`src/rtl/dcm_pkg.sv`:
```
package dcm_pkg;
  localparam int ADDR_W = 4;
  localparam int CODE_W = 10;
  localparam int PAD_W  = 2;
  localparam int WORD_W = ADDR_W + CODE_W + PAD_W;
  localparam logic [ADDR_W-1:0] SLEEP_ADDR = 4'b1110;

  typedef enum logic [2:0] {
    ST_IDLE, ST_SETUP, ST_HIGH, ST_LOW, ST_HOLD, ST_GAP
  } phase_t;

  // ceiling of ns / clk_ns, never below one cycle
  function automatic int cycles_for(input int ns, input int clk_ns);
    int c;
    c = (ns + clk_ns - 1) / clk_ns;
    return (c < 1) ? 1 : c;
  endfunction

  function automatic int at_least(input int a, input int b);
    return (a > b) ? a : b;
  endfunction

  function automatic logic [WORD_W-1:0] sleep_word();
    return {SLEEP_ADDR, {(CODE_W + PAD_W){1'b0}}};
  endfunction
endpackage

```
`src/rtl/dcm_word_mux.sv`:
```
module dcm_word_mux
  import dcm_pkg::*;
#(
  parameter int CHAIN_LEN = 3,
  parameter int IDX_W     = 2
) (
  input  logic [WORD_W-1:0]    word_data,
  input  logic [CHAIN_LEN-1:0] park_mask,
  input  logic [IDX_W-1:0]     idx,
  output logic [WORD_W-1:0]    word_out
);
  logic parked;

  assign parked   = park_mask[idx];
  assign word_out = parked ? sleep_word() : word_data;
endmodule

```
`src/rtl/dcm_shift.sv`:
```
module dcm_shift
  import dcm_pkg::*;
#(
  parameter int CHAIN_LEN = 3,
  parameter int IDX_W     = 2
) (
  input  logic              clk,
  input  logic              rst_n,
  input  logic              load,
  input  logic              advance,
  input  logic [WORD_W-1:0] word_in,
  output logic [IDX_W-1:0]  fetch_idx,
  output logic              frame_last,
  output logic              din
);
  localparam int BIT_W = $clog2(WORD_W);
  localparam logic [IDX_W-1:0] LAST_SLOT = IDX_W'(CHAIN_LEN - 1);
  localparam logic [BIT_W-1:0] LAST_BIT  = BIT_W'(WORD_W - 1);

  logic [WORD_W-1:0] sh_q;
  logic [BIT_W-1:0]  bit_q;
  logic [IDX_W-1:0]  slot_q;
  logic              word_end;
  logic              slot_first;

  assign word_end   = (bit_q == LAST_BIT);
  assign slot_first = (slot_q == '0);
  assign frame_last = word_end && slot_first;
  assign din        = sh_q[WORD_W-1];

  always_comb begin
    if (load)                        fetch_idx = LAST_SLOT;
    else if (word_end && !slot_first) fetch_idx = slot_q - IDX_W'(1);
    else                             fetch_idx = slot_q;
  end

  always_ff @(posedge clk or negedge rst_n) begin
    if (!rst_n) begin
      sh_q   <= '0;
      bit_q  <= '0;
      slot_q <= LAST_SLOT;
    end else if (load) begin
      sh_q   <= word_in;
      bit_q  <= '0;
      slot_q <= LAST_SLOT;
    end else if (advance) begin
      if (word_end) begin
        sh_q   <= word_in;
        bit_q  <= '0;
        slot_q <= slot_q - IDX_W'(1);
      end else begin
        sh_q   <= {sh_q[WORD_W-2:0], 1'b0};
        bit_q  <= bit_q + BIT_W'(1);
      end
    end
  end

  AST_ADVANCE_NOT_PAST_END: assert property (@(posedge clk) disable iff (!rst_n)
    advance |-> !frame_last) else $error("advance beyond frame end");
endmodule

```
`src/rtl/dcm_phase_ctl.sv`:
```
module dcm_phase_ctl
  import dcm_pkg::*;
#(
  parameter int HIGH_C  = 2,
  parameter int LOW_C   = 2,
  parameter int SETUP_C = 4,
  parameter int HOLD_C  = 2,
  parameter int GAP_C   = 4
) (
  input  logic clk,
  input  logic rst_n,
  input  logic req,
  input  logic frame_last,
  output logic sck,
  output logic cs_n,
  output logic busy,
  output logic done,
  output logic load,
  output logic advance
);
  localparam int MAX_C = at_least(at_least(at_least(HIGH_C, LOW_C),
                                           at_least(SETUP_C, HOLD_C)), GAP_C);
  localparam int CNT_W = $clog2(MAX_C + 1);
  localparam int RUN_W = CNT_W + 1;

  phase_t           st_q;
  logic [CNT_W-1:0] cnt_q;
  logic             sck_q, cs_n_q, busy_q, done_q, cs_prev_q;
  logic             cnt_zero;

  assign cnt_zero = (cnt_q == '0);
  assign load     = (st_q == ST_IDLE) && req;
  assign advance  = (st_q == ST_HIGH) && cnt_zero && !frame_last;
  assign sck      = sck_q;
  assign cs_n     = cs_n_q;
  assign busy     = busy_q;
  assign done     = done_q;

  always_ff @(posedge clk or negedge rst_n) begin
    if (!rst_n) begin
      st_q      <= ST_IDLE;
      cnt_q     <= '0;
      sck_q     <= 1'b0;
      cs_n_q    <= 1'b1;
      busy_q    <= 1'b0;
      done_q    <= 1'b0;
      cs_prev_q <= 1'b1;
    end else begin
      cs_prev_q <= cs_n_q;
      done_q    <= cs_n_q && !cs_prev_q;
      if (!cnt_zero) cnt_q <= cnt_q - CNT_W'(1);
      unique case (st_q)
        ST_IDLE: if (req) begin
          st_q   <= ST_SETUP;
          cs_n_q <= 1'b0;
          busy_q <= 1'b1;
          cnt_q  <= CNT_W'(SETUP_C - 1);
        end
        ST_SETUP: if (cnt_zero) begin
          st_q  <= ST_HIGH;
          sck_q <= 1'b1;
          cnt_q <= CNT_W'(HIGH_C - 1);
        end
        ST_HIGH: if (cnt_zero) begin
          sck_q <= 1'b0;
          if (frame_last) begin
            st_q  <= ST_HOLD;
            cnt_q <= CNT_W'(HOLD_C - 1);
          end else begin
            st_q  <= ST_LOW;
            cnt_q <= CNT_W'(LOW_C - 1);
          end
        end
        ST_LOW: if (cnt_zero) begin
          st_q  <= ST_HIGH;
          sck_q <= 1'b1;
          cnt_q <= CNT_W'(HIGH_C - 1);
        end
        ST_HOLD: if (cnt_zero) begin
          st_q   <= ST_GAP;
          cs_n_q <= 1'b1;
          cnt_q  <= CNT_W'(GAP_C - 1);
        end
        ST_GAP: if (cnt_zero) begin
          st_q   <= ST_IDLE;
          busy_q <= 1'b0;
        end
        default: st_q <= ST_IDLE;
      endcase
    end
  end

  // run length of the current sck level, for the phase-width checks
  logic             sck_seen_q;
  logic [RUN_W-1:0] run_q;

  always_ff @(posedge clk or negedge rst_n) begin
    if (!rst_n) begin
      sck_seen_q <= 1'b0;
      run_q      <= '1;
    end else begin
      sck_seen_q <= sck_q;
      if (sck_q != sck_seen_q) run_q <= RUN_W'(1);
      else if (run_q != '1)    run_q <= run_q + RUN_W'(1);
    end
  end

  AST_SCK_LOW_AT_SELECT: assert property (@(posedge clk) disable iff (!rst_n)
    $fell(cs_n_q) |-> (!sck_q && !$past(sck_q))) else $error("sck high at select");
  AST_NO_SCK_UNSELECTED: assert property (@(posedge clk) disable iff (!rst_n)
    sck_q |-> !cs_n_q) else $error("sck while deselected");
  AST_HIGH_PHASE_MIN: assert property (@(posedge clk) disable iff (!rst_n)
    (!sck_q && sck_seen_q) |-> (run_q >= RUN_W'(HIGH_C))) else $error("short high");
  AST_LOW_PHASE_MIN: assert property (@(posedge clk) disable iff (!rst_n)
    (sck_q && !sck_seen_q) |-> (run_q >= RUN_W'(LOW_C))) else $error("short low");
  AST_DONE_SINGLE: assert property (@(posedge clk) disable iff (!rst_n)
    done_q |=> !done_q) else $error("done longer than one cycle");
  AST_DONE_WHILE_BUSY: assert property (@(posedge clk) disable iff (!rst_n)
    done_q |-> (busy_q && cs_n_q)) else $error("done outside gap");
  AST_BUSY_HOLDS_SELECT: assert property (@(posedge clk) disable iff (!rst_n)
    (busy_q && req && !cs_n_q) |=> !load) else $error("request taken while busy");
endmodule

```
`src/rtl/dac_chain_master.sv`:
```
module dac_chain_master
  import dcm_pkg::*;
#(
  parameter int CHAIN_LEN       = 3,
  parameter int CLK_NS          = 20,
  parameter int SCK_DIV         = 1,
  parameter int T_SCK_HIGH_NS   = 30,
  parameter int T_SCK_LOW_NS    = 30,
  parameter int T_DIN_SETUP_NS  = 40,
  parameter int T_SEL_SETUP_NS  = 80,
  parameter int T_SEL_HOLD_NS   = 30,
  parameter int T_SEL_HIGH_NS   = 80,
  localparam int IDX_W = (CHAIN_LEN > 1) ? $clog2(CHAIN_LEN) : 1
) (
  input  logic                 clk,
  input  logic                 rst_n,
  input  logic                 req,
  output logic                 busy,
  output logic                 done,
  output logic [IDX_W-1:0]     word_idx,
  input  logic [WORD_W-1:0]    word_data,
  input  logic [CHAIN_LEN-1:0] park_mask,
  output logic                 sck,
  output logic                 din,
  output logic                 cs_n
);
  localparam int HIGH_C  = at_least(SCK_DIV, cycles_for(T_SCK_HIGH_NS, CLK_NS));
  localparam int LOW_C   = at_least(SCK_DIV, at_least(cycles_for(T_SCK_LOW_NS, CLK_NS),
                                                      cycles_for(T_DIN_SETUP_NS, CLK_NS)));
  localparam int SETUP_C = at_least(cycles_for(T_SEL_SETUP_NS, CLK_NS), LOW_C);
  localparam int HOLD_C  = cycles_for(T_SEL_HOLD_NS, CLK_NS);
  localparam int GAP_C   = cycles_for(T_SEL_HIGH_NS, CLK_NS);
  localparam int FRAME_BITS = WORD_W * CHAIN_LEN;
  localparam int FRAME_W    = $clog2(FRAME_BITS + 1);

  logic              load, advance, frame_last;
  logic [WORD_W-1:0] next_word;

  dcm_word_mux #(.CHAIN_LEN(CHAIN_LEN), .IDX_W(IDX_W)) mux_i (
    .word_data (word_data),
    .park_mask (park_mask),
    .idx       (word_idx),
    .word_out  (next_word)
  );

  dcm_shift #(.CHAIN_LEN(CHAIN_LEN), .IDX_W(IDX_W)) shift_i (
    .clk        (clk),
    .rst_n      (rst_n),
    .load       (load),
    .advance    (advance),
    .word_in    (next_word),
    .fetch_idx  (word_idx),
    .frame_last (frame_last),
    .din        (din)
  );

  dcm_phase_ctl #(
    .HIGH_C (HIGH_C), .LOW_C (LOW_C), .SETUP_C (SETUP_C),
    .HOLD_C (HOLD_C), .GAP_C (GAP_C)
  ) ctl_i (
    .clk        (clk),
    .rst_n      (rst_n),
    .req        (req),
    .frame_last (frame_last),
    .sck        (sck),
    .cs_n       (cs_n),
    .busy       (busy),
    .done       (done),
    .load       (load),
    .advance    (advance)
  );

  // count of sck rises inside the current select window
  logic               sck_d;
  logic [FRAME_W-1:0] rise_cnt;

  always_ff @(posedge clk or negedge rst_n) begin
    if (!rst_n) begin
      sck_d    <= 1'b0;
      rise_cnt <= '0;
    end else begin
      sck_d <= sck;
      if (cs_n)              rise_cnt <= '0;
      else if (sck && !sck_d) rise_cnt <= rise_cnt + FRAME_W'(1);
    end
  end

  AST_FRAME_BITS: assert property (@(posedge clk) disable iff (!rst_n)
    $rose(cs_n) |-> ($past(rise_cnt) == FRAME_W'(FRAME_BITS))) else $error("frame length");
  AST_DIN_STILL_WHILE_HIGH: assert property (@(posedge clk) disable iff (!rst_n)
    sck |-> $stable(din)) else $error("din moved during sck high");
endmodule

```
`config.mk`:
```
export PLATFORM = sky130hd
export DESIGN_NAME = dac_chain_master
export DESIGN_NICKNAME = d
export VERILOG_FILES = /design/src/rtl/dcm_pkg.sv /design/src/rtl/dcm_word_mux.sv /design/src/rtl/dcm_shift.sv /design/src/rtl/dcm_phase_ctl.sv /design/src/rtl/dac_chain_master.sv
export SDC_FILE = /design/constraint.sdc
export NUM_CORES = 1
export LEC_CHECK = 0
export BUFFER_PORTS_ARGS = -buffer_cell sky130_fd_sc_hd__buf_2
export CAP_MARGIN = 0
export CORE_MARGIN = 1.5
export CORE_UTILIZATION = 45
export CTS_CLUSTER_SIZE = 30
export DETAILED_ROUTE_END_ITERATION = 10
export PLACE_DENSITY_LB_ADDON = 0.15
export SLEW_MARGIN = 20
export SYNTH_ARGS = -nofsm -noshare
export SYNTH_HDL_FRONTEND = slang
export SYNTH_SLANG_ARGS = --single-unit
```
`constraint.sdc`:
```
create_clock -name clk -period 2.14 [get_ports clk]
set_input_delay 0.107 -clock clk [delete_from_list [all_inputs] [get_ports clk]]
set_output_delay 0.107 -clock clk [all_outputs]
set_load 0.03 [all_outputs]
```
==> metrics.md, run 1 <==
| Metric | Value |
|---|---|
| Clock root cell | `clkbuf_8` |
| Asr flop ratio synth | `100%` |
| Synth cell count leaders | `dfrtp_1, o21ai_0, nand2_1` |
| Largest net degree at the start of global routing | `34` |
| Pwr/cell area | `1300 mW/mm2` |
| Int Pwr | `1.80 mW` |
| Fin. max-slew vios | `0` |
| Critical path's slowest cell | `dfstp_2` |
| DR iter-0 viols | `102` |
| Clock insertion delay at the later pin of the skew report | `290 ps` |
| Initial core utilization | `46.4%` |
| Layout Skew | `7.08 ps` |
| CP Cell Sequence | `inv_2 > ha_4 > and4b_2 > xnor2_2 > mux2i_2 > o221ai_4 > buf_12 > a21o_1` |
| GRT Util Overall | `21.0%` |
| Max-cap viol count | `0` |
| Area Overhead vs Synth | `23.0%` |
| Layout net count | `246` |
| Net switching share of the total power | `39.1%` |
| Boundary Pins | `29` |
| TritonCTS Buffers | `5` |
| Antenna violations before repair | `0` |
| CTS clk-pin slew, worst paths | `70 ps` |
| DIE AREA | `0.00449 mm2` |
| Post-synth EDFFs | `0` |
| Startpoint Class | `flip-flop` |
| Sequential Power Share | `37.1%` |
| Max incr delay on CP | `520 ps` |
| First-pass GRT wire length | `6930 um` |
| Most common cell in the netlist | `dfrtp_1` |
| Worst Path Class, Setup | `flip-flop to flip-flop` |
| Min-delay worst type | `primary input to flip-flop` |
| HPWL after DPL | `2850 um` |
| Hold Vio Cnt, Final | `0` |
| Final WL | `4230 um` |
| Seq/Total Area, Yosys | `45.0%` |
| Die width | `67.0 um` |
| Gpl congestion | `0.799` |
| Vias in the first global route | `1498` |
| Residual DRC | `0` |
| Buffers on Ports | `28` |
| Diode count | `0` |
| Fin crit share | `98.8%` |
| Minimum clock period | `2110 ps` |
| Share of Yosys cell area claimed by the top area cell type | `40.7%` |
| Leak Pwr | `1.02 nW` |
| Gate Count Post-Synth | `179` |
| Gate power share | `45.2%` |
| Yosys cell types | `41` |
| CTS HTree Levels | `2` |
| Grt ovf | `0` |
| First-pass detailed-route iteration total | `4` |
| Endpoint class of the critical path | `flip-flop` |
| Post-Syn Nets | `206` |
| CP arrival | `2300 ps` |
| Top cells by area, synth | `dfrtp_1, o22ai_2, o21ai_0` |
| Crit-path max FO | `8` |
| Post-Syn Area | `0.00184 mm2` |
| Register bit total from synthesis | `33` |
| FP Rows | `23` |
| Max clock buf depth | `2` |
| Core area | `0.00397 mm2` |
| Clock power share | `17.7%` |
| CTS tree | `built` |
| Via/cell ratio | `5.71` |
| Unrepaired setup endpoints after global routing | `true` |
| Buffers plus inverters on the worst setup path | `2` |
| Worst Path Required | `2320 ps` |
| Synth Flop Type | `dfrtp_1` |
| Util after Layout | `57.1%` |
| Crit-path leading delay family | `flip-flops` |
| Synthesized area per cell | `10.3 um2` |
| FMAX | `473 MHz` |
| Outcome | `finished, final reports clean` |
| Maximum vdd drop | `0.000505 V` |
| Worst-margin pin slew | `753 ps` |
| Die Span Y | `67.0 um` |
| Yosys Warn Count | `0` |
| Share of layout cells above drive strength 1 | `34.1%` |
| Worst rel slew slack | `49.8%` |
| Drt wl/cell | `15.7 um` |
| Sw power | `1.16 mW` |
| Power Total | `2.96 mW` |
| Sink Count | `33` |
| Setup-failing EPs final | `0` |
| Detailed-route via count | `1542` |
| DRT antenna net count | `0` |
| Synth area leader | `dfrtp_1` |
-- per-layer routing --
metal,part of all wire [%],track usage [%],up-vias
li1,-,-,745
met1,46,26.7,756
met2,48,34.1,34
met3,4.4,5.07,7
met4,1.6,8.16,0
met5,0,0,-
-- worst paths after layout --
check,start,endpoint,slack [ps],cells after the start
min reg2reg,ctl_i.cs_n,ctl_i.cs_prev_q,380,0
min in group asynchronous,rst_n,shift_i.bit_q[2],410,2
max,shift_i.slot_q[1],shift_i.sh_q[13],30,8
max in group asynchronous,rst_n,shift_i.sh_q[7],1240,2
max reg2reg,shift_i.slot_q[1],shift_i.sh_q[13],30,8
min,word_data[0],shift_i.sh_q[0],70,3
-- worst register-to-register path: cells and delay by family (launching register included) --
kind            cells  cell delay, ps
simple gates        1             350
xor+xnor            1             150
buf+inv             2             210
mux                 1             290
fa+ha+maj           1             150
compound gates      2             330
flops               1             520
-- cell usage in the layout (no fill, tap or decap), drive strengths merged, types with 2 or more instances in the layout --
cell type / n
xnor2: 2
o22ai: 14
a22o: 4
nand2: 17
clkbuf: 8
nand2b: 2
o21ai: 21
and3: 2
nand3: 2
nor2b: 4
ha: 5
dfstp: 3
a22oi: 12
inv: 7
xor2: 2
mux2i: 4
o211ai: 2
dfrtp: 30
buf: 41
nor2: 10
or3: 2
o31ai: 2
a21o: 3
a21oi: 9
-- final cells by class --
class                   count  area (um2)
well taps                  50        62.6
flip-flops and latches     33         830
inverters                   7        26.3
repair buffers             43         288
clock inverters             1        5.00
multi-input cells         129         960
fillers                   368        1700
clock buffers               7        96.3
-- registers in the layout (all words and copies together), names as in the netlist --
signal / cells
ctl_i.cs_prev_q: 1
ctl_i.busy: 1
ctl_i.cnt_q: 3
ctl_i.sck: 1
ctl_i.st_q: 3
ctl_i.done: 1
shift_i.bit_q: 4
shift_i.slot_q: 2
shift_i.sh_q: 16
ctl_i.cs_n: 1
-- per-stage QoR --
step                area [um2]  hold WS (ps)  TNS, ps  setup WS, ps  cells
CTS                       2210          59.2    -2.13         -2.13    268
detailed placement        2090           221    -56.4         -22.3    258
global placement          2090           213        0          68.0    258
finish                    2270          65.7        0          25.2    270
global route              2270          69.9    -69.6         -28.4    270
floorplan                 1840          -189        0          74.9    179
-- what timing repair did --
action / in CTS / in global routing
setup buffers: 1 / 1
pin swaps: 0 / 2
endpoints found under the setup margin: 7 / 17
endpoints found under the hold margin: 30 / 0
hold buffers: 1 / 0
gates cloned: 0 / 1
resized for setup: 2 / 9
-- power groups by stage --
stage,Clock (mW),Sequential [mW],Combinational [mW]
final,0.523,1.10,1.34
after global routing,0.566,1.12,1.48
after CTS,0.536,1.09,1.30
after detailed placement,0,1.10,1.29
after global placement,0,1.09,1.25
after floorplan,0,1.14,0.883
-- logic make-up (layout without fill, tap and decap cells) --
family	Yosys count	count (layout)	synth area share [%]
multiplexers	4	4	2.38
buffers and inverters	17	58	4.75
XOR/XNOR	4	4	2.31
AO/OA/AOI/OAI	71	71	28.6
adder cells (fa/ha/maj)	6	6	3.94
AND/OR/NAND/NOR	44	44	13.0
flip-flops	33	33	45.0
Power figures use the tool's default switching activity.
==> inputs of run 2 (changes only) <==
Settings changed: SYNTH_HIERARCHICAL from default to 1.
==> metrics.md, run 2 <==
| Metric | Value |
|---|---|
| Worst Hold Slack | `120 ps (+54.0 ps)` |
| First-pass GRT wire length | `7340 um (+6.0%)` |
| DP Cell Count | `281 (+8.9%)` |
| Register area | `830 um2 (unchanged)` |
| Vias in the first global route | `1597 (+6.6%)` |
| CTS tree | `built` |
| Synth area leader | `dfrtp_1` |
| Biggest register | `shift_i/sh_q` |
| Crit-path max FO | `4 (-4)` |
| Failing checks | `negative setup slack` |
| Gpl congestion | `0.849 (+6.3%)` |
| Yosys cell types | `46 (+12%)` |
| Leak Pwr | `1.15 nW (+13%)` |
| Post-Syn Area | `0.00192 mm2 (+4.1%)` |
| Gate Count Post-Synth | `192 (+7.3%)` |
| FP Rows | `23 (unchanged)` |
| Worst Path Class, Setup | `flip-flop to flip-flop` |
| Hold Crit Depth | `3 (unchanged)` |
| Die width | `68.3 um (+1.9%)` |
| CTS clk-pin slew, worst paths | `70 ps (about the same)` |
| Endpoint class of the critical path | `flip-flop` |
| FMAX | `434 MHz (-8.2%)` |
| Pwr/cell area | `1010 mW/mm2 (-23%)` |
| Grt ovf | `0 (unchanged)` |
| Setup TNS | `-865 ps (-865 ps)` |
| Boundary Pins | `29 (unchanged)` |
| Core area | `0.00406 mm2 (+2.2%)` |
| Hold Vio Cnt, Final | `0 (unchanged)` |
| Die Span Y | `68.3 um (+1.9%)` |
| Post-synth EDFFs | `0 (unchanged)` |
| Net switching share of the total power | `36.4% (-2.8 points)` |
| Drt wl/cell | `15.8 um (+0.97%)` |
| CTS HTree Levels | `2 (unchanged)` |
| Layout Skew | `7.06 ps (-0.0133 ps)` |
| Non-Filler Instances | `291 (+7.8%)` |
| Worst setup margin | `-163 ps (-188 ps)` |
| DIE AREA | `0.00466 mm2 (+3.9%)` |
| Post-Syn Nets | `218 (+5.8%)` |
| Max-cap viol count | `0 (unchanged)` |
| Max reg flops | `16 (unchanged)` |
| Area Overhead vs Synth | `26.9%` |
| Sequential Power Share | `39.8% (+2.7 points)` |
| Filler Cells Inserted | `354 (-3.8%)` |
| Synth Flop Type | `dfrtp_1` |
| Seq/Total Area, Yosys | `43.2% (-1.8 points)` |
| Fin crit share | `108% (+8.8 points)` |
| Synthesized area per cell | `9.99 um2 (-3.0%)` |
| Buffers on Ports | `28 (unchanged)` |
| Register bit total from synthesis | `33 (unchanged)` |
| Max clock buf depth | `2 (unchanged)` |
| Asr flop ratio synth | `100% (unchanged)` |
| Setup-failing EPs final | `13 (+13)` |
| Layout net count | `266 (+8.1%)` |
| Most common cell in the netlist | `dfrtp_1` |
| Clock insertion delay at the later pin of the skew report | `290 ps (about the same)` |
| Commonest non-fill, non-tap cell in the layout | `dfrtp_1` |
| Reg2Reg Depth | `7 (-1)` |
| Diode count | `0 (unchanged)` |
| Residual DRC | `0 (unchanged)` |
| Via/cell ratio | `5.73 (+0.37%)` |
| Clock power share | `19.0% (+1.3 points)` |
| Worst reg-to-reg setup slack | `-160 ps (-190 ps)` |
| Share of Yosys cell area claimed by the top area cell type | `39.1% (-1.6 points)` |
| DR iter-0 viols | `94 (-7.8%)` |
| Min-delay worst type | `primary input to flip-flop` |
| Biggest regs | `shift_i/sh_q (16), shift_i/bit_q (4)` |
| Startpoint Class | `flip-flop` |
| DRT antenna net count | `0 (unchanged)` |
| Top cells by area, synth | `dfrtp_1, o211a_1, nor2_1` |
| Largest net degree at the start of global routing | `34 (unchanged)` |
| Yosys Warn Count | `6 (+6)` |
| CP arrival | `2490 ps (+190 ps)` |
| Detailed-route via count | `1668 (+8.2%)` |
| Unrepaired setup endpoints after global routing | `true` |
| GRT Util Overall | `21.6% (+0.65 points)` |
| Clock root cell | `clkbuf_8` |
| Minimum clock period | `2300 ps (+188 ps)` |
| HPWL after DPL | `3160 um (+11%)` |
| Initial core utilization | `47.3% (+0.86 points)` |
| Maximum vdd drop | `0.000449 V (-11%)` |
| Share of layout cells above drive strength 1 | `39.4% (+5.3 points)` |
| Worst Path Required | `2320 ps (about the same)` |
| Synth cell count leaders | `dfrtp_1, nor2_1, a21oi_1, o211a_1, inv_1` |
| Worst-margin pin slew | `753 ps (-0.483 ps)` |
| Setup WS pre-CTS | `-203 ps (-180 ps)` |
| Fin. max-slew vios | `0 (unchanged)` |
| Sw power | `0.891 mW (-23%)` |
| Final WL | `4600 um (+8.8%)` |
| Outcome | `finished with violations` |
| Worst rel slew slack | `49.8% (about the same)` |
| First-pass detailed-route iteration total | `4 (unchanged)` |
| Sink Count | `33 (unchanged)` |
| Most frequent cells in the layout | `dfrtp_1, buf_2, nor2_1, buf_4, o211a_1` |
| Area of the multi-input gates | `0.00108 mm2 (+12%)` |
| TritonCTS Buffers | `5 (unchanged)` |
| Int Pwr | `1.56 mW (-13%)` |
| Antenna violations before repair | `0 (unchanged)` |
| Gate power share | `41.2% (-4.0 points)` |
run 2: cell types whose count changed in the layout (fill, tap and decap cells not counted), moves of 5 or more:
cell / delta
a22oi_1: -12
nand2_1: -9
o22ai_2: -10
nor3_1: +6
o211a_1: +13
a211o_1: +5
o21ai_0: -13
nor2_1: +16
buf_4: +9
run 2: power by group through the flow:
stage	registers (mW)	clock network [mW]	logic, mW
after floorplan	1.04	0	0.575
after global placement	0.972	0	0.920
after detailed placement	0.975	0	0.961
after CTS	0.972	0.478	0.993
after global routing	0.999	0.496	1.11
final	0.975	0.465	1.01
run 2: final timing paths:
kind	start	to
max	shift_i/slot_q[1]	shift_i/sh_q[15]
min in group asynchronous	rst_n	shift_i/sh_q[1]
min	req	ctl_i/busy
max in group asynchronous	rst_n	shift_i/slot_q[0]
min reg2reg	ctl_i/cs_n	ctl_i/cs_prev_q
max reg2reg	shift_i/slot_q[1]	shift_i/sh_q[15]
run 2: what timing repair did:
action / 4_1_cts / 5_1_grt
endpoints found under the setup margin: 16 / 18
setup buffers: 1 / 0
gates resized for setup: 5 / 8
pin swaps: 4 / 2
endpoints found under the hold margin: 30 / 0
hold buffers: 1 / 0
run 2: worst max-delay path, stage by stage (launching register included):
cell,delay (ps)
dfstp_2,530
inv_2,40
ha_4,140
nand4b_1,230
a211o_4,400
mux2_4,320
a211o_1,260
o221a_2,270
run 2: cell families after synthesis:
kind of cell               synth area share, %
adders and majority gates                 3.20
buffers and inverters                     5.61
muxes                                     2.54
and+or+nand+nor                           18.0
xor gates and xnor gates                  1.37
DFF                                       43.2
AOI/OAI and AO/OA                         26.0
run 2: per-layer routing:
layer  vias to the layer above  routed length (um)  GRT usage [%]
li1                        809                   -              -
met3                         6                 150           3.95
met2                        34                2300           35.7
met4                         0                  55           9.75
met5                         -                   0              0
met1                       819                2100           27.4
run 2: metrics by stage:
step / utilization (%) / area, um2 / total power [mW]
floorplan: - / 1980 / 1.61
global placement: 56.1 / 2280 / 1.89
detailed placement: 56.1 / 2280 / 1.94
CTS: 59.4 / 2410 / 2.44
global route: 60.0 / 2430 / 2.60
finish: 60.0 / 2430 / 2.45
run 2: layout make-up:
cell class              count  area share (%)
clock buffers               6            2.98
repair buffers             53            14.2
multi-input cells         138            44.3
well taps                  50            2.57
flip-flops and latches     33            34.1
inverters                   9            1.39
clock inverters             2           0.411
==> inputs of run 3 (changes only) <==
Settings changed: ABC_AREA from default to 1.
==> metrics.md, run 3 <==
| Metric | Value |
|---|---|
| Antenna violations before repair | `0 (unchanged)` |
| Gate Count Post-Synth | `287 (+49%)` |
| Buffers on Ports | `28 (unchanged)` |
| Post-Syn Nets | `313 (+44%)` |
| Sw power | `1.25 mW (+41%)` |
| Critical path's slowest cell | `dfstp_2` |
| Worst reg-to-reg setup slack | `210 ps (+370 ps)` |
| Clock power share | `15.7% (-3.3 points)` |
| CTS clk-pin slew, worst paths | `70 ps (about the same)` |
| Max-cap viol count | `0 (unchanged)` |
| FMAX | `517 MHz (+19%)` |
| Drt wl/cell | `11.1 um (-30%)` |
| Top cells by area, synth | `dfrtp_1, nand2_1, inv_1` |
| Post-Syn Area | `0.00204 mm2 (+6.4%)` |
| Synthesized area per cell | `7.11 um2 (-29%)` |
| Fin. max-slew vios | `0 (unchanged)` |
| Reg2Reg Depth | `14 (+7)` |
| HPWL after DPL | `2920 um (-7.6%)` |
| Post-CTS Repair Setup Buffers | `0 (-1)` |
| Sequential Power Share | `35.1% (-4.7 points)` |
| Max incr delay on CP | `550 ps (+20 ps)` |
| Filler Cells Inserted | `452 (+28%)` |
| CP arrival | `2100 ps (-390 ps)` |
| Largest net degree at the start of global routing | `34 (unchanged)` |
| Seq/Total Area, Yosys | `40.6% (-2.6 points)` |
| Final Cell Area | `0.00231 mm2 (-5.1%)` |
| CTS HTree Levels | `2 (unchanged)` |
| First-pass GRT wire length | `7260 um (-1.1%)` |
| Synth cell count leaders | `nand2_1, inv_1, nand3_1` |
| Worst Hold Path EP | `shift_i/sh_q[0]` |
| Pwr/cell area | `1220 mW/mm2 (+21%)` |
| Post-synth EDFFs | `0 (unchanged)` |
| Diode count | `0 (unchanged)` |
| Maximum vdd drop | `0.000645 V (+44%)` |
| Hold Vio Cnt, Final | `0 (unchanged)` |
| Grt ovf | `0 (unchanged)` |
| Initial core utilization | `46.9% (-0.40 points)` |
| Worst Path Required | `2310 ps (about the same)` |
| Worst rel slew slack | `51.1% (+1.3 points)` |
| DIE AREA | `0.00495 mm2 (+6.1%)` |
| Fin crit share | `90.3% (-17 points)` |
| Synth area leader | `dfrtp_1` |
| RR Startpoint | `shift_i/slot_q[1]` |
| DR iter-0 viols | `101 (+7.4%)` |
| TritonCTS Buffers | `5 (unchanged)` |
| Worst-margin pin slew | `734 ps (-19.0 ps)` |
| GRT Util Overall | `18.0% (-3.6 points)` |
| Int Pwr | `1.55 mW (-0.41%)` |
| Startpoint Class | `flip-flop` |
| Unrepaired setup endpoints after global routing | `false` |
| Reg2reg end | `shift_i/sh_q[5]` |
| Area Overhead vs Synth | `13.1%` |
| Crit-path max FO | `13 (+9)` |
| Net switching share of the total power | `44.7% (+8.3 points)` |
| Outcome | `finished, final reports clean` |
| Residual DRC | `0 (unchanged)` |
| Endpoint class of the critical path | `flip-flop` |
| Biggest register | `shift_i/sh_q` |
| Worst Path Class, Setup | `flip-flop to flip-flop` |
| Leak Pwr | `1.35 nW (+17%)` |
| Register bit total from synthesis | `33 (unchanged)` |
| Share of layout cells above drive strength 1 | `20.3% (-19 points)` |
| Biggest regs | `shift_i/sh_q (16), shift_i/bit_q (4)` |
| Gate power share | `49.2% (+8.0 points)` |
| Via/cell ratio | `4.82 (-16%)` |
| Most frequent cells in the layout | `nand2_1, inv_1, nand3_1, dfrtp_1, buf_2` |
| Core area | `0.00435 mm2 (+7.3%)` |
| Hold Crit Depth | `5 (+2)` |
| Sink Count | `33 (unchanged)` |
| Most common cell in the netlist | `nand2_1` |
| Synth Flop Type | `dfrtp_1` |
| Commonest non-fill, non-tap cell in the layout | `nand2_1` |
| Setup WS pre-CTS | `135 ps (+338 ps)` |
| CTS tree | `built` |
| Yosys cell types | `25 (-46%)` |
| Die Span Y | `70.3 um (+3.0%)` |
| Layout Skew | `8.28 ps (+1.22 ps)` |
| CP dominant cell by count | `nand2_1` |
| DRT antenna net count | `0 (unchanged)` |
| Die width | `70.3 um (+3.0%)` |
| Final WL | `4120 um (-10%)` |
| Hold path startpoint | `word_data[0]` |
| Post-DP Area | `0.00221 mm2 (-2.8%)` |
| Minimum clock period | `1930 ps (-370 ps)` |
| Gpl congestion | `0.834 (-1.8%)` |
| Setup TNS | `0 ps (+865 ps)` |
| Worst setup margin | `207 ps (+370 ps)` |
| Vias in the first global route | `1672 (+4.7%)` |
| Worst Hold Slack | `163 ps (+42.8 ps)` |
| Clock root cell | `clkbuf_8` |
| Boundary Pins | `29 (unchanged)` |
| Clock insertion delay at the later pin of the skew report | `280 ps (about the same)` |
| FP Rows | `24 (+4.3%)` |
| CP Cell Sequence | `inv_1 > ha_1 > nor2_2 > nand2_1 > nand2_1 > nor2_2 > inv_1 > nand3_1 > nand2_4 > nor2_1 > inv_1 > nand2_1 > nand3_1 > nand2_1` |
| Detailed-route via count | `1792 (+7.4%)` |
| Layout net count | `345 (+30%)` |
| Share of Yosys cell area claimed by the top area cell type | `36.8% (-2.4 points)` |
| Yosys Warn Count | `6 (unchanged)` |
| Max reg flops | `16 (unchanged)` |
| First-pass detailed-route iteration total | `4 (unchanged)` |
| Max clock buf depth | `2 (unchanged)` |
| Min-delay worst type | `primary input to flip-flop` |
| Setup-failing EPs final | `0 (-13)` |
| Asr flop ratio synth | `100% (unchanged)` |
-- run 3: changes by cell type in the layout (fill, tap and decap cells not counted), moves of 5 or more --
| cell | delta |
|---|---|
| o211a_1 | -13 |
| inv_1 | +47 |
| nand4_1 | +5 |
| nand3_1 | +37 |
| a21oi_1 | -9 |
| nor3_1 | -6 |
| buf_4 | -16 |
| or3_1 | -5 |
| nand3_2 | +6 |
| nand2_1 | +70 |
| a211o_1 | -5 |
-- run 3: worst max-delay path by stage --
stage,endpoint,from,cells after the start
floorplan,shift_i/sh_q[10],shift_i/slot_q[1],15
global placement,shift_i/sh_q[11],shift_i/slot_q[1],14
detailed placement,shift_i/sh_q[5],shift_i/slot_q[1],14
CTS,shift_i/sh_q[11],shift_i/slot_q[1],14
global route,shift_i/sh_q[12],shift_i/slot_q[1],14
finish,shift_i/sh_q[5],shift_i/slot_q[1],14
-- run 3: power groups by stage --
stage / Sequential, mW / Clock [mW] / Combinational (mW)
detailed placement: 0.991 / 0 / 1.39
finish: 0.985 / 0.440 / 1.38
global placement: 0.989 / 0 / 1.37
global route: 1.01 / 0.490 / 1.60
CTS: 0.983 / 0.461 / 1.39
floorplan: 0.987 / 0 / 1.13
-- run 3: repair_timing --
action                     CTS  global route
setup endpoints to repair    0             5
hold endpoints to repair    30             0
hold buffers                 1             0
gates resized for setup      0             1
-- run 3: routing by layer --
layer  GRT usage, %  share of wire [%]  vias to the layer above
li1               -                  -                      942
met3           4.04                3.7                        2
met5              0                  0                        -
met2           31.3                 49                       33
met1           22.6                 47                      815
met4           4.06               0.61                        0
-- run 3: area by class of cell --
cell class,instances,area (um2),area share (%)
inverters,59,223,9.65
clock inverters,1,5.00,0.217
multi-input cells,185,915,39.6
flip-flops and latches,33,830,35.9
clock buffers,7,76.3,3.31
repair buffers,35,195,8.46
well taps,52,65.1,2.82
-- run 3: through the flow --
step           utilization [%]  power (mW)  cells
2_1_floorplan                -        2.12    287
3_3_place_gp              50.8        2.36    363
3_5_place_dp              50.8        2.38    363
4_1_cts                   52.9        2.84    372
5_1_grt                   53.0        3.10    372
6_report                  53.0        2.81    372
-- run 3: cell families after synthesis --
kind of cell             Yosys count  synth area share (%)
AO/OA/AOI/OAI                     17                  4.54
AND/OR/NAND/NOR                  164                  37.2
adder cells (fa/ha/maj)            4                  2.45
buffers and inverters             69                  15.1
flip-flops                        33                  40.7
-- run 3: critical path: cells and delay by family (launching register included) --
family        cells  cell delay [ps]
fa+ha+maj         1              210
flops             1              550
buf+inv           3              150
simple gates     10              930
